### config.mk
export PLATFORM = sky130hd
export DESIGN_NAME = stn_rx_filter
export DESIGN_NICKNAME = d
export VERILOG_FILES = /design/src/rtl/stn_filt_pkg.sv /design/src/rtl/stn_filt_regs.sv /design/src/rtl/stn_filt_decide.sv /design/src/rtl/stn_filt_capture.sv /design/src/rtl/stn_rx_filter.sv
export SDC_FILE = /design/constraint.sdc
export NUM_CORES = 1
export LEC_CHECK = 0
export BUFFER_PORTS_ARGS = -buffer_cell sky130_fd_sc_hd__buf_2
export CORE_MARGIN = 3
export CORE_UTILIZATION = 45
export CTS_CLUSTER_SIZE = 28
export DETAILED_ROUTE_END_ITERATION = 6
export PLACE_DENSITY_LB_ADDON = 0.08
export SYNTH_ARGS = -nofsm -noshare
export SYNTH_HDL_FRONTEND = slang
export SYNTH_SLANG_ARGS = --single-unit
### constraint.sdc
create_clock -name clk -period 3 [get_ports clk]
set_clock_uncertainty 0.2 [all_clocks]
set_input_delay 0.6 -clock clk [delete_from_list [all_inputs] [get_ports clk]]
set_output_delay 0.6 -clock clk [all_outputs]
set_load 0.02 [all_outputs]
### src/rtl/stn_filt_pkg.sv
package stn_filt_pkg;

    // Positions of the enables in the index/control word
    localparam int unsigned BIT_BCAST_HI = 31;
    localparam int unsigned BIT_BCAST_LO = 30;
    localparam int unsigned BIT_ALLGRP   = 29;
    localparam int unsigned BIT_ALLUNI   = 28;
    localparam int unsigned BIT_STN      = 27;
    localparam int unsigned BIT_HASH     = 21;

    // Positions of the options in the receive-option word
    localparam int unsigned BIT_OPT_ERR  = 5;
    localparam int unsigned BIT_OPT_RUNT = 4;

    typedef struct packed {
        logic bcast_en;
        logic allgrp_en;
        logic alluni_en;
        logic stn_en;
        logic hash_en;
    } mode_t;

endpackage

### src/rtl/stn_filt_regs.sv
module stn_filt_regs
    import stn_filt_pkg::*;
#(
    parameter int unsigned ADDR_BYTES = 6,
    parameter int unsigned DATA_W     = 32,
    parameter int unsigned IDX_W      = 10
) (
    input  logic                          clk,
    input  logic                          rst_n,
    input  logic                          cfg_wr_en,
    input  logic                          cfg_sel,
    input  logic [DATA_W-1:0]             cfg_wdata,
    input  logic                          rxopt_wr_en,
    input  logic [DATA_W-1:0]             rxopt_wdata,
    output logic [ADDR_BYTES-1:0][7:0]    sta_addr,
    output mode_t                         mode,
    output logic                          acc_err,
    output logic                          acc_runt
);
    localparam int unsigned NUM_HALVES = ADDR_BYTES / 2;

    typedef struct packed {
        logic [IDX_W-1:0]              idx;
        mode_t                         mode;
        logic [ADDR_BYTES-1:0][7:0]    sta;
        logic                          acc_err;
        logic                          acc_runt;
    } regs_t;

    regs_t regs_d, regs_q;

    always_comb begin
        regs_d = regs_q;
        if (cfg_wr_en && !cfg_sel) begin
            regs_d.idx            = cfg_wdata[IDX_W-1:0];
            regs_d.mode.bcast_en  = cfg_wdata[BIT_BCAST_HI] & cfg_wdata[BIT_BCAST_LO];
            regs_d.mode.allgrp_en = cfg_wdata[BIT_ALLGRP];
            regs_d.mode.alluni_en = cfg_wdata[BIT_ALLUNI];
            regs_d.mode.stn_en    = cfg_wdata[BIT_STN];
            regs_d.mode.hash_en   = cfg_wdata[BIT_HASH];
        end else if (cfg_wr_en && cfg_sel) begin
            for (int h = 0; h < NUM_HALVES; h++) begin
                if (regs_q.idx == IDX_W'(2 * h)) begin
                    regs_d.sta[2*h]   = cfg_wdata[7:0];
                    regs_d.sta[2*h+1] = cfg_wdata[15:8];
                end
            end
        end
        if (rxopt_wr_en) begin
            regs_d.acc_err  = rxopt_wdata[BIT_OPT_ERR];
            regs_d.acc_runt = rxopt_wdata[BIT_OPT_RUNT];
        end
    end

    always_ff @(posedge clk) begin
        if (!rst_n) regs_q <= '0;
        else        regs_q <= regs_d;
    end

    assign sta_addr = regs_q.sta;
    assign mode     = regs_q.mode;
    assign acc_err  = regs_q.acc_err;
    assign acc_runt = regs_q.acc_runt;

    logic unused_cfg_bits;
    assign unused_cfg_bits = ^{cfg_wdata[DATA_W-1:IDX_W], rxopt_wdata};
endmodule

### src/rtl/stn_filt_decide.sv
module stn_filt_decide
    import stn_filt_pkg::*;
#(
    parameter int unsigned ADDR_BYTES = 6
) (
    input  logic [ADDR_BYTES-1:0][7:0] dest,
    input  logic [ADDR_BYTES-1:0][7:0] sta_addr,
    input  mode_t                      mode,
    output logic                       accept
);
    logic [ADDR_BYTES-1:0] byte_ones;
    logic [ADDR_BYTES-1:0] byte_eq;

    for (genvar g = 0; g < ADDR_BYTES; g++) begin : g_byte
        assign byte_ones[g] = &dest[g];
        assign byte_eq[g]   = (dest[g] == sta_addr[g]);
    end

    logic is_bcast, is_group, stn_hit;
    assign is_bcast = &byte_ones;
    assign is_group = dest[0][0];
    assign stn_hit  = &byte_eq;

    // Specific-multicast hashing is not built: hash_en never matches.
    assign accept = (is_bcast && mode.bcast_en)
                  || (is_group && mode.allgrp_en)
                  || (!is_group && mode.alluni_en)
                  || (!is_group && mode.stn_en && stn_hit);

    logic unused_hash;
    assign unused_hash = mode.hash_en;
endmodule

### src/rtl/stn_filt_capture.sv
module stn_filt_capture #(
    parameter int unsigned ADDR_BYTES = 6
) (
    input  logic                       clk,
    input  logic                       rst_n,
    input  logic                       rx_valid,
    input  logic                       rx_sof,
    input  logic [7:0]                 rx_byte,
    input  logic                       rx_eof,
    input  logic                       rx_err,
    input  logic                       rx_runt,
    input  logic                       acc_err,
    input  logic                       acc_runt,
    input  logic                       addr_accept,
    output logic [ADDR_BYTES-1:0][7:0] dest,
    output logic                       dec_valid,
    output logic                       dec_accept,
    output logic                       fin_valid,
    output logic                       fin_accept
);
    localparam int unsigned CNT_W = $clog2(ADDR_BYTES + 1);
    localparam int unsigned LAST  = ADDR_BYTES - 1;

    typedef struct packed {
        logic [CNT_W-1:0]              cnt;
        logic [ADDR_BYTES-2:0][7:0]    bytes;
        logic                          decided;
        logic                          dec_acc;
        logic                          dec_vld;
        logic                          fin_vld;
        logic                          fin_acc;
    } cap_t;

    cap_t cap_d, cap_q;
    logic [CNT_W-1:0] pos;

    assign pos = rx_sof ? '0 : cap_q.cnt;

    always_comb begin
        for (int i = 0; i < ADDR_BYTES - 1; i++) dest[i] = cap_q.bytes[i];
        dest[LAST] = rx_byte;
    end

    always_comb begin
        cap_d         = cap_q;
        cap_d.dec_vld = 1'b0;
        cap_d.fin_vld = 1'b0;
        cap_d.fin_acc = 1'b0;
        if (rx_valid) begin
            if (rx_sof) begin
                cap_d.decided = 1'b0;
                cap_d.dec_acc = 1'b0;
            end
            if (pos < CNT_W'(LAST)) begin
                cap_d.bytes[pos] = rx_byte;
                cap_d.cnt        = pos + 1'b1;
            end else if (pos == CNT_W'(LAST)) begin
                cap_d.cnt     = pos + 1'b1;
                cap_d.decided = 1'b1;
                cap_d.dec_vld = 1'b1;
                cap_d.dec_acc = addr_accept;
            end
        end
        if (rx_eof) begin
            cap_d.fin_vld = 1'b1;
            cap_d.fin_acc = cap_q.decided && cap_q.dec_acc
                          && (!rx_err || acc_err) && (!rx_runt || acc_runt);
            cap_d.decided = 1'b0;
            cap_d.cnt     = CNT_W'(ADDR_BYTES);
        end
    end

    always_ff @(posedge clk) begin
        if (!rst_n) begin
            cap_q     <= '0;
            cap_q.cnt <= CNT_W'(ADDR_BYTES);
        end else begin
            cap_q <= cap_d;
        end
    end

    assign dec_valid  = cap_q.dec_vld;
    assign dec_accept = cap_q.dec_acc;
    assign fin_valid  = cap_q.fin_vld;
    assign fin_accept = cap_q.fin_acc;
endmodule

### src/rtl/stn_rx_filter.sv
module stn_rx_filter
    import stn_filt_pkg::*;
#(
    parameter int unsigned ADDR_BYTES = 6,
    parameter int unsigned DATA_W     = 32,
    parameter int unsigned IDX_W      = 10
) (
    input  logic              clk,
    input  logic              rst_n,
    input  logic              cfg_wr_en,
    input  logic              cfg_sel,
    input  logic [DATA_W-1:0] cfg_wdata,
    input  logic              rxopt_wr_en,
    input  logic [DATA_W-1:0] rxopt_wdata,
    input  logic              rx_valid,
    input  logic              rx_sof,
    input  logic [7:0]        rx_byte,
    input  logic              rx_eof,
    input  logic              rx_err,
    input  logic              rx_runt,
    output logic              dec_valid,
    output logic              dec_accept,
    output logic              fin_valid,
    output logic              fin_accept,
    output logic              mcast_filt_en
);
    logic [ADDR_BYTES-1:0][7:0] sta_addr;
    logic [ADDR_BYTES-1:0][7:0] dest;
    mode_t                      mode;
    logic                       cfg_acc_err;
    logic                       cfg_acc_runt;
    logic                       addr_accept;

    stn_filt_regs #(
        .ADDR_BYTES (ADDR_BYTES),
        .DATA_W     (DATA_W),
        .IDX_W      (IDX_W)
    ) u_regs (
        .clk         (clk),
        .rst_n       (rst_n),
        .cfg_wr_en   (cfg_wr_en),
        .cfg_sel     (cfg_sel),
        .cfg_wdata   (cfg_wdata),
        .rxopt_wr_en (rxopt_wr_en),
        .rxopt_wdata (rxopt_wdata),
        .sta_addr    (sta_addr),
        .mode        (mode),
        .acc_err     (cfg_acc_err),
        .acc_runt    (cfg_acc_runt)
    );

    stn_filt_decide #(
        .ADDR_BYTES (ADDR_BYTES)
    ) u_decide (
        .dest     (dest),
        .sta_addr (sta_addr),
        .mode     (mode),
        .accept   (addr_accept)
    );

    stn_filt_capture #(
        .ADDR_BYTES (ADDR_BYTES)
    ) u_capture (
        .clk         (clk),
        .rst_n       (rst_n),
        .rx_valid    (rx_valid),
        .rx_sof      (rx_sof),
        .rx_byte     (rx_byte),
        .rx_eof      (rx_eof),
        .rx_err      (rx_err),
        .rx_runt     (rx_runt),
        .acc_err     (cfg_acc_err),
        .acc_runt    (cfg_acc_runt),
        .addr_accept (addr_accept),
        .dest        (dest),
        .dec_valid   (dec_valid),
        .dec_accept  (dec_accept),
        .fin_valid   (fin_valid),
        .fin_accept  (fin_accept)
    );

    assign mcast_filt_en = mode.hash_en;
endmodule

==> results.py, run 1 <==
metrics = {
    "timing": {
        "setup_ws_ns": 0.748,
        "slew_headroom_pct": 54.4,
        "finalCritPeriodShare_pct": 75.1,
        "worst_slew_pin_slew_ns": 0.682,
        "fmax_ghz": 0.444,
        "rsz0062_at_grt": "false",
        "finalSetupTns_ns": 0,
        "final-setup-viol-count": 0,
        "period_minus_slack_ns": 2.25,
        "drv_slew": 0,
        "hold_viol_final": 0,
    },
    "floorplan": {
        "core-area_um2": 11000,
        "start_util_pct": 46.9,
        "die_area_um2": 12800,
        "num_rows": 38,
        "dieHeight_um": 113,
        "die_width_um": 113,
        "ios": 87,
    },
    "routing": {
        "drc": 0,
        "dr.pass1.iters": 5,
        "ant_nets": 0,
        "wl_met1_mm": 6.15,
        "drt-wirelength-per-cell_um": 17.8,
        "routed.top_layer": "met4",
        "dr_wl_met2_mm": 6.07,
        "dr.first_iter.drc_count": 293,
        "vias": 3793,
        "wirelength_mm": 12.9,
        "vias_per_cell": 5.22,
        "dr_wl_met3_um": 531,
    },
    "global_route": {
        "antenna_found_initial": 0,
        "gr-total-overflow": 0,
        "grt_max_degree": 77,
        "grt_pass1_vias": 3773,
        "grt_util_all_layers_pct": 21.7,
        "grt_pass1_wl_mm": 21.0,
    },
    "synthesis": {
        "ys_types": 47,
        "synth_fp_nets": 616,
        "synth_ff_type": "dfxtp_1",
        "synthCells": 532,
        "ys_top_cells_by_count": "dfxtp_1 (113), nor2b_1 (92), mux2i_1 (81), nand2_1 (43), a21boi_0 (23)",
        "synth_edf_count": 0,
        "ys_seq_area_share_pct": 43.7,
        "synth_top_area_share_pct": 43.7,
        "postSynth.asyncResetShare_pct": 0,
        "synth_area_per_cell_um2": 9.72,
        "synth_area_leaders": "dfxtp_1 (44%), mux2i_1 (16%), nor2b_1 (11%), a21boi_0 (3.3%), nand2_1 (3.1%)",
        "ys_seq_elements": 113,
        "syn_area_um2": 5170,
        "synth_most_common_cell": "dfxtp_1",
        "ys_warn_count": 0,
        "synth_top_area_cell": "dfxtp_1",
    },
    "placement": {
        "pre_cts_ws_ns": 0.470,
        "hpwl_mm": 9.32,
        "portBuffers": 46,
        "post-place-cells": 696,
        "place_congestion": 0.889,
    },
    "final_layout": {
        "utilization_pct": 55.0,
        "diodes": 0,
        "drive_gt1_share_pct": 15.8,
        "instances_no_fill": 727,
        "finalNetCount": 659,
        "synthToLayoutAreaGrowth_pct": 17.3,
    },
    "critical_path": {
        "critPathSlowestCell": "nor4_1",
        "crit_chain": "nor4_1 > nand4_1 > or3b_1 > buf_4 > mux2i_1 > nor2b_1",
        "crit_fanout": 16,
        "endpoint_kind": "register",
        "path_class": "reg -> reg",
        "cp.required_ns": 3.10,
        "cp.arrival_ns": 2.35,
        "r2r_slack_ns": 0.75,
        "worstSetupStartpointType": "register",
        "cp_slowest_stage_delay_ns": 0.43,
    },
    "clock_network": {
        "clock-root-buffer": "clkbuf_16",
        "cts_hold_buffers": 0,
        "clock_latency_ns": 0.41,
        "numCtsBuffers": 17,
        "clk_pin_slew_worst_paths_ns": 0.05,
        "cts_buffer_depth": 2,
        "cts.repair.resized": 0,
        "cts_tree": "yes",
        "post_cts_buffers": 0,
        "clock_sinks": 113,
        "h-tree-depth": 4,
    },
    "pwr": {
        "powerDensity_nw_per_um2": 610,
        "leakage_nw": 2.45,
        "peakVddDrop_mv": 0.498,
    },
    "flow_run": {
        "drv_cap": 0,
    },
    "run_status": {
        "status": "complete, no violations",
    },
    "worst_hold_path": {
        "hold_path.class": "in -> reg",
    },
}
flip-flops by register name (all words and copies together), names as in the netlist:
| signal | count |
|---|---|
| u_capture.cap_q | 4 |
| u_regs.acc_runt | 1 |
| u_regs.mode | 5 |
| u_capture.fin_accept | 1 |
| u_regs.regs_q | 10 |
| u_capture.dec_accept | 1 |
| u_regs.sta_addr | 48 |
| u_capture.dest | 40 |
| u_capture.dec_valid | 1 |
| u_capture.fin_valid | 1 |
| u_regs.acc_err | 1 |
cells by family after synthesis:
| kind of cell | share of synthesized area, % |
|---|---|
| AO/OA/AOI/OAI | 7.52 |
| XOR/XNOR | 5.93 |
| adder cells (fa/ha/maj) | 0.484 |
| buffers and inverters | 4.38 |
| flip-flops | 43.7 |
| multiplexers | 15.7 |
| AND/OR/NAND/NOR | 22.3 |
cells in the final DEF, fill, tap and decap left out, drive strengths merged, types with 3 or more instances in the layout:
master    Yosys  layout
inv          18      18
clkinv        0       5
nand3        13      13
and2          3       3
xnor2        17      17
buf           9      55
a21oi         6       6
mux2i        81      81
nor2b        92      92
clkinvlp      0       4
xor2         18      18
o22ai         3       3
clkbuf       22      21
a21boi       23      23
nor3          5       5
dfxtp       113     113
nand2b        4       4
nor4          9       9
or4           4       4
nor2          4       4
nand2        43      43
o21ai         5       5
nand4        17      17
layout make-up:
cell class	count	area [um2]
sequential	113	2260
clock buffer	21	480
tap	140	175
multi-input combinational	370	2690
fill	994	4960
timing repair buffer	55	310
clock inverter	10	85.1
inverter	18	67.6
path summary, 6_finish.rpt:
kind                                                startpoint                          endpoint  depth (start not counted)
worst max-delay path            u_regs.regs_q[61]$_SDFFE_PN0P_  u_regs.sta_addr[44]$_SDFFE_PN0P_                          6
worst min-delay path                                   rx_runt   u_capture.fin_accept$_SDFF_PN0_                          2
worst max register to register  u_regs.regs_q[61]$_SDFFE_PN0P_  u_regs.sta_addr[44]$_SDFFE_PN0P_                          6
worst min register to register     u_regs.mode[2]$_SDFFE_PN0P_       u_regs.mode[2]$_SDFFE_PN0P_                          2
stage by stage:
step,power [W],hold WS (ns),instance area (um2)
after floorplan,0.00175,0.234,5170
after global placement,0.00183,0.250,5500
after detailed placement,0.00184,0.256,5500
after CTS,0.00374,0.168,6070
after global routing,0.00386,0.187,6070
final,0.00370,0.185,6070
power breakdown:
group,switching [W],internal (W),leakage (nW)
logic,0.000133,0.000109,1.27
registers,0.0000276,0.00154,0.915
clock network,0.000686,0.00121,0.273
total,0.000847,0.00285,2.45
routing by layer:
| layer | vias to the layer above | track usage [%] |
|---|---|---|
| met2 | 77 | 34.3 |
| met3 | 14 | 6.26 |
| met1 | 1791 | 28.9 |
| met4 | 0 | 6.65 |
| met5 | - | 0 |
| li1 | 1911 | - |
critical path: cells and delay by family, from the launching register on:
kind	cells	cell delay, ns
simple gates	4	1.20
buf+inv	1	0.24
mux	1	0.20
flops	1	0.30
Power figures use the tool's default switching activity.
==> run 2, diff against run 1 <==
--- a/config.mk
+++ b/config.mk
@@ -5,6 +5,7 @@
 export SDC_FILE = /design/constraint.sdc
 export NUM_CORES = 1
 export LEC_CHECK = 0
+export ABC_AREA = 1
 export BUFFER_PORTS_ARGS = -buffer_cell sky130_fd_sc_hd__buf_2
 export CORE_MARGIN = 3
 export CORE_UTILIZATION = 45
==> constraint.sdc (replaced) <==
create_clock -name clk -period 1.88 [get_ports clk]
set_clock_uncertainty 0.2 [all_clocks]
set_input_delay 0.376 -clock clk [delete_from_list [all_inputs] [get_ports clk]]
set_output_delay 0.376 -clock clk [all_outputs]
set_load 0.02 [all_outputs]
==> results.py, run 2 <==
metrics = {
    "critical_path": {
        "cp.required_ns": 2.08,
        "endpoint_kind": "register",
        "cp.arrival_ns": 1.96,
        "cp_slowest_stage_delay_ns": 0.31,
        "cp_top_family": "simple AND/OR/NAND/NOR gates",
        "crit_buf_inv": 2,
        "crit_fanout": 15,
        "critPathSlowestCell": "dfxtp_1",
        "crit_top_cell": "nand2_1",
        "worstSetupStartpointType": "register",
        "path_class": "reg -> reg",
        "crit_chain": "nor2_2 > nand2_1 > nor4_4 > nand2_1 > buf_6 > buf_4 > o21ai_0 > a21oi_1",
        "crit_start": "u_regs.regs_q[59]$_SDFFE_PN0P_",
        "r2r_start": "u_regs.regs_q[59]$_SDFFE_PN0P_",
    },
    "final_layout": {
        "seq_area_um2": 2270,
        "layout_common_cells": "nand2_1 (130), dfxtp_1 (112), nor2_1 (102)",
        "drive_gt1_share_pct": 16.5,
        "synthToLayoutAreaGrowth_pct": 30.6,
        "multi_input_area_um2": 2330,
        "diodes": 0,
        "n_fill_cell": 995,
        "utilization_pct": 62.0,
        "largest_reg_flops": 48,
        "finalNetCount": 899,
        "final_common_cell": "nand2_1",
    },
    "timing": {
        "period_minus_slack_ns": 1.76,
        "setup_ws_ns": 0.121,
        "rsz0062_at_grt": "true",
        "slew_headroom_pct": 73.8,
        "hold_viol_final": 0,
        "worst_slew_pin_slew_ns": 0.392,
        "final-setup-viol-count": 0,
        "fmax_ghz": 0.568,
        "holdWs_ns": 0.0340,
        "finalCritPeriodShare_pct": 93.6,
        "drv_slew": 0,
    },
    "synthesis": {
        "ys_seq_elements": 113,
        "syn_area_um2": 5010,
        "synth_most_common_cell": "nand2_1",
        "ys_types": 33,
        "synth_ff_type": "dfxtp_1",
        "ys_seq_area_share_pct": 45.1,
        "synth_top_area_cell": "dfxtp_1",
        "ys_warn_count": 0,
        "synthCells": 718,
        "postSynth.asyncResetShare_pct": 0,
        "synth_area_leaders": "dfxtp_1 (45%), o21ai_0 (10%), nand2_1 (10%), nor2_1 (8.2%), a21oi_1 (8.0%)",
        "synth_fp_nets": 802,
        "synth_top_area_share_pct": 45.1,
        "synth_area_per_cell_um2": 6.98,
        "synth_edf_count": 0,
        "ys_top_cells_by_count": "nand2_1 (133), dfxtp_1 (113), nor2_1 (109), o21ai_0 (101), inv_1 (87)",
    },
    "clock_network": {
        "cts_buffer_depth": 2,
        "h-tree-depth": 4,
        "clock_sinks": 113,
        "numCtsBuffers": 17,
        "clock_latency_ns": 0.52,
        "clock-root-buffer": "clkbuf_8",
        "clk_pin_slew_worst_paths_ns": 0.06,
        "cts_tree": "yes",
    },
    "global_route": {
        "grt_util_all_layers_pct": 25.1,
        "grt_pass1_wl_mm": 24.5,
        "grt_pass1_vias": 4776,
        "gr-total-overflow": 0,
        "antenna_found_initial": 0,
        "grt_max_degree": 52,
    },
    "floorplan": {
        "core-area_um2": 10600,
        "die_area_um2": 12400,
        "dieHeight_um": 112,
        "start_util_pct": 47.5,
        "die_width_um": 112,
        "ios": 87,
        "num_rows": 37,
    },
    "pwr": {
        "fin_total_pwr_w": 0.00635,
        "leakage_nw": 2.69,
        "peakVddDrop_mv": 0.832,
        "powerDensity_nw_per_um2": 970,
    },
    "flow_run": {
        "drv_cap": 0,
    },
    "placement": {
        "pre_cts_ws_ns": -0.0382,
        "hpwl_mm": 10.6,
        "place_congestion": 0.893,
        "portBuffers": 46,
    },
    "routing": {
        "ant_nets": 0,
        "dr.pass1.iters": 5,
        "vias_per_cell": 5.08,
        "wirelength_mm": 15.3,
        "dr.first_iter.drc_count": 380,
        "vias": 4888,
        "drt-wirelength-per-cell_um": 15.9,
        "drc": 0,
    },
    "worst_hold_path": {
        "hold_path.class": "in -> reg",
        "min_from": "cfg_wdata[1]",
    },
    "run_status": {
        "status": "complete, no violations",
    },
}
==> run 2: final timing paths <==
check / cells after the start / slack [ns] / to
max: 8 / 0.12 / u_regs.sta_addr[39]$_SDFFE_PN0P_
min: 3 / 0.03 / u_regs.sta_addr[17]$_SDFFE_PN0P_
max reg2reg: 8 / 0.12 / u_regs.sta_addr[39]$_SDFFE_PN0P_
min reg2reg: 2 / 0.27 / u_regs.sta_addr[13]$_SDFFE_PN0P_
==> run 2: worst reg2reg max path, stage by stage, from the launching register on <==
cell     delay, ns
dfxtp_1       0.31
nor2_2        0.16
nand2_1       0.11
nor4_4        0.20
nand2_1       0.11
buf_6         0.19
buf_4         0.16
o21ai_0       0.17
a21oi_1       0.05
==> run 2: metrics by stage <==
step                      cells  TNS [ns]  instance area, um2
after CTS                   961         0                6470
after detailed placement    899   -0.0382                5540
final                       962         0                6550
after global routing        962   -0.0348                6550
after global placement      899   -0.0304                5540
after floorplan             718         0                5010
==> run 2: final cells by class <==
| cell class | instances | share of cell area [%] |
|---|---|---|
| clock buffers | 19 | 6.75 |
| clock inverters | 11 | 2.48 |
| inverters | 92 | 5.47 |
| multi-input cells | 489 | 35.6 |
| flip-flops and latches | 113 | 34.6 |
| well taps | 136 | 2.60 |
| repair buffers | 102 | 12.5 |
==> run 2: report_power, final <==
group / internal (W) / switching, W
Combinational: 0.000222 / 0.000321
Clock: 0.00219 / 0.00110
Sequential: 0.00246 / 0.0000458
Total: 0.00488 / 0.00147
==> run 2: logic make-up (layout without fill, tap and decap cells) <==
family	count (synthesis)	count (layout)	synth area share (%)
adder cells (fa/ha/maj)	2	2	0.499
XOR/XNOR	11	11	1.92
buffers and inverters	116	224	9.19
AND/OR/NAND/NOR	279	279	22.9
AO/OA/AOI/OAI	197	197	20.4
flip-flops	113	113	45.1
==> run 2: what timing repair did <==
action                     CTS  global route
hold endpoints to repair    49             0
cloned                       0             0
setup endpoints to repair    3            29
buffers inserted             0             1
pin swaps                    0             6
gates resized for setup      1            33
hold buffers                32             0
==> run 2: routing by layer <==
metal / wire (um) / part of all wire (%) / up-vias / GRT usage, %
li1: - / - / 2506 / -
met1: 6920 / 45 / 2221 / 32.2
met2: 7230 / 47 / 143 / 41.0
met3: 910 / 6.0 / 18 / 7.07
met4: 219 / 1.4 / 0 / 7.70
met5: 0 / 0 / - / 0
==> run 3, diff against run 2 <==
--- a/config.mk
+++ b/config.mk
@@ -5,7 +5,6 @@
 export SDC_FILE = /design/constraint.sdc
 export NUM_CORES = 1
 export LEC_CHECK = 0
-export ABC_AREA = 1
 export BUFFER_PORTS_ARGS = -buffer_cell sky130_fd_sc_hd__buf_2
 export CORE_MARGIN = 3
 export CORE_UTILIZATION = 45
==> results.py, run 3 (synthesis results as in run 1) <==
metrics = {
    "run_status": {
        "status": "finished with violations",
        "violations": "negative setup slack",
    },
    "critical_path": {
        "cp.required_ns": 1.99,
        "worstSetupStartpointType": "register",
        "crit_fanout": 8,
        "path_class": "reg -> reg",
        "r2r-end": "u_regs.sta_addr[20]$_SDFFE_PN0P_",
        "cp.arrival_ns": 2.19,
        "r2r_start": "u_regs.regs_q[61]$_SDFFE_PN0P_",
        "rr_worst_depth": 7,
        "crit_start": "u_regs.regs_q[61]$_SDFFE_PN0P_",
        "endpoint_kind": "register",
        "r2r_slack_ns": -0.21,
    },
    "timing": {
        "finalSetupTns_ns": -7.50,
        "period_minus_slack_ns": 2.09,
        "fmax_ghz": 0.479,
        "rsz0062_at_grt": "true",
        "final-setup-viol-count": 49,
        "worst_slew_pin_slew_ns": 0.519,
        "hold_viol_final": 0,
        "slew_headroom_pct": 65.4,
        "finalCritPeriodShare_pct": 111,
        "drv_slew": 0,
        "setup_ws_ns": -0.209,
    },
    "final_layout": {
        "utilization_pct": 61.3,
        "final_common_cell": "dfxtp_1",
        "finish.instance_area_um2": 6770,
        "drive_gt1_share_pct": 26.3,
        "diodes": 0,
        "synthToLayoutAreaGrowth_pct": 30.8,
        "n_fill_cell": 951,
        "instances_no_fill": 782,
        "largest_reg_flops": 48,
        "multi_input_area_um2": 2810,
        "finalNetCount": 714,
        "seq_area_um2": 2270,
        "layout_common_cells": "dfxtp_1 (106), nor2b_1 (91), mux2i_1 (78)",
    },
    "clock_network": {
        "clock_latency_ns": 0.41,
        "cts_buffer_depth": 2,
        "clk_pin_slew_worst_paths_ns": 0.05,
        "h-tree-depth": 4,
        "cts_tree": "yes",
        "clock_sinks": 113,
        "numCtsBuffers": 17,
        "clock-root-buffer": "clkbuf_16",
        "post_cts_buffers": 0,
    },
    "pwr": {
        "leakage_nw": 2.83,
        "swShare_pct": 20.9,
        "switchingPower_w": 0.00133,
        "p_comb_share_pct": 7.5,
        "fin_total_pwr_w": 0.00638,
        "peakVddDrop_mv": 0.800,
        "intPower_w": 0.00505,
        "p_clk_share_pct": 53.4,
        "powerDensity_nw_per_um2": 943,
        "seqPwrFrac_pct": 39.1,
    },
    "floorplan": {
        "die_area_um2": 12800,
        "start_util_pct": 46.9,
        "ios": 87,
        "dieHeight_um": 113,
        "num_rows": 38,
        "die_width_um": 113,
        "core-area_um2": 11000,
    },
    "global_route": {
        "grt_pass1_wl_mm": 22.0,
        "grt_pass1_vias": 4233,
        "grt_max_degree": 60,
        "grt_util_all_layers_pct": 22.6,
        "gr-total-overflow": 0,
        "antenna_found_initial": 0,
    },
    "flow_run": {
        "drv_cap": 0,
    },
    "worst_hold_path": {
        "hold_end": "u_regs.mode[1]$_SDFFE_PN0P_",
        "hold_path_depth": 3,
        "hold_path.class": "in -> reg",
        "min_from": "cfg_wdata[27]",
    },
    "routing": {
        "dr.pass1.iters": 4,
        "vias_per_cell": 5.26,
        "ant_nets": 0,
        "drt-wirelength-per-cell_um": 18.0,
        "wirelength_mm": 14.1,
        "drc": 0,
        "vias": 4113,
        "dr.first_iter.drc_count": 238,
    },
    "placement": {
        "post-place-cells": 747,
        "portBuffers": 46,
        "postPlaceCellArea_um2": 5940,
        "place_congestion": 0.945,
        "hpwl_mm": 9.98,
    },
}
run 3: cell count changes in the layout (fill, tap and decap cells not counted), sizes merged, moves of 23 or more:
cell         previous run  this run
inv                    88        18
nand2                 134        43
dlygate4sd3            31         3
mux2i                   0        81
nor2                  115         4
a21boi                  0        23
buf                    70       106
o21ai                 109         5
nor2b                   0        92
a21oi                  81         6
run 3: cell type report:
type | instances | share of cell area [%]
timing repair buffer | 110 | 11.8
tap | 140 | 2.59
multi-input combinational | 370 | 41.6
clock buffer | 28 | 8.08
clock inverter | 3 | 1.33
sequential | 113 | 33.6
inverter | 18 | 0.999
run 3: how the worst max path moves through the flow:
stage	to	slack, ns	cells past startpoint
finish	u_regs.sta_addr[20]$_SDFFE_PN0P_	-0.21	7
global route	u_regs.sta_addr[31]$_SDFFE_PN0P_	-0.33	7
CTS	u_regs.sta_addr[19]$_SDFFE_PN0P_	-0.17	7
detailed placement	u_capture.dec_accept$_SDFFE_PN0P_	-0.24	6
global placement	u_capture.dec_accept$_SDFFE_PN0P_	-0.18	7
floorplan	u_regs.sta_addr[22]$_SDFFE_PN0P_	-0.03	7
run 3: power by group through the flow:
stage                     Clock [W]  Sequential (W)  Combinational, W
after global routing        0.00356         0.00250          0.000523
after CTS                   0.00345         0.00249          0.000466
final                       0.00340         0.00249          0.000481
after detailed placement          0         0.00254          0.000459
after global placement            0         0.00254          0.000452
after floorplan                   0         0.00253          0.000256
run 3: metal layers:
layer	vias to the layer above	routed length, um	track usage (%)
li1	2018	-	-
met1	1962	6220	28.2
met2	111	6660	35.9
met3	22	874	6.84
met4	0	312	10.1
met5	-	0	0
run 3: per-stage QoR:
stage               hold slack [ns]  setup slack (ns)
detailed placement            0.260            -0.237
finish                       0.0128            -0.209
global placement              0.250            -0.180
CTS                         0.00271            -0.167
global route                 0.0205            -0.325
floorplan                     0.234           -0.0341
run 3: what timing repair did:
action | 4_1_cts | 5_1_grt
hold endpoints to repair | 2 | 1
hold buffers | 3 | 1
pin swaps | 0 | 3
gates resized for setup | 7 | 25
endpoints found under the setup margin | 49 | 50
gates cloned | 0 | 1
run 3: worst max-delay path, cell delays in order (launching register included):
cell       delay (ns)
dfxtp_2          0.33
nor4_4           0.26
buf_4            0.15
nand4_1          0.15
or3b_4           0.48
clkbuf_16        0.21
mux2i_1          0.15
nor2b_1          0.06
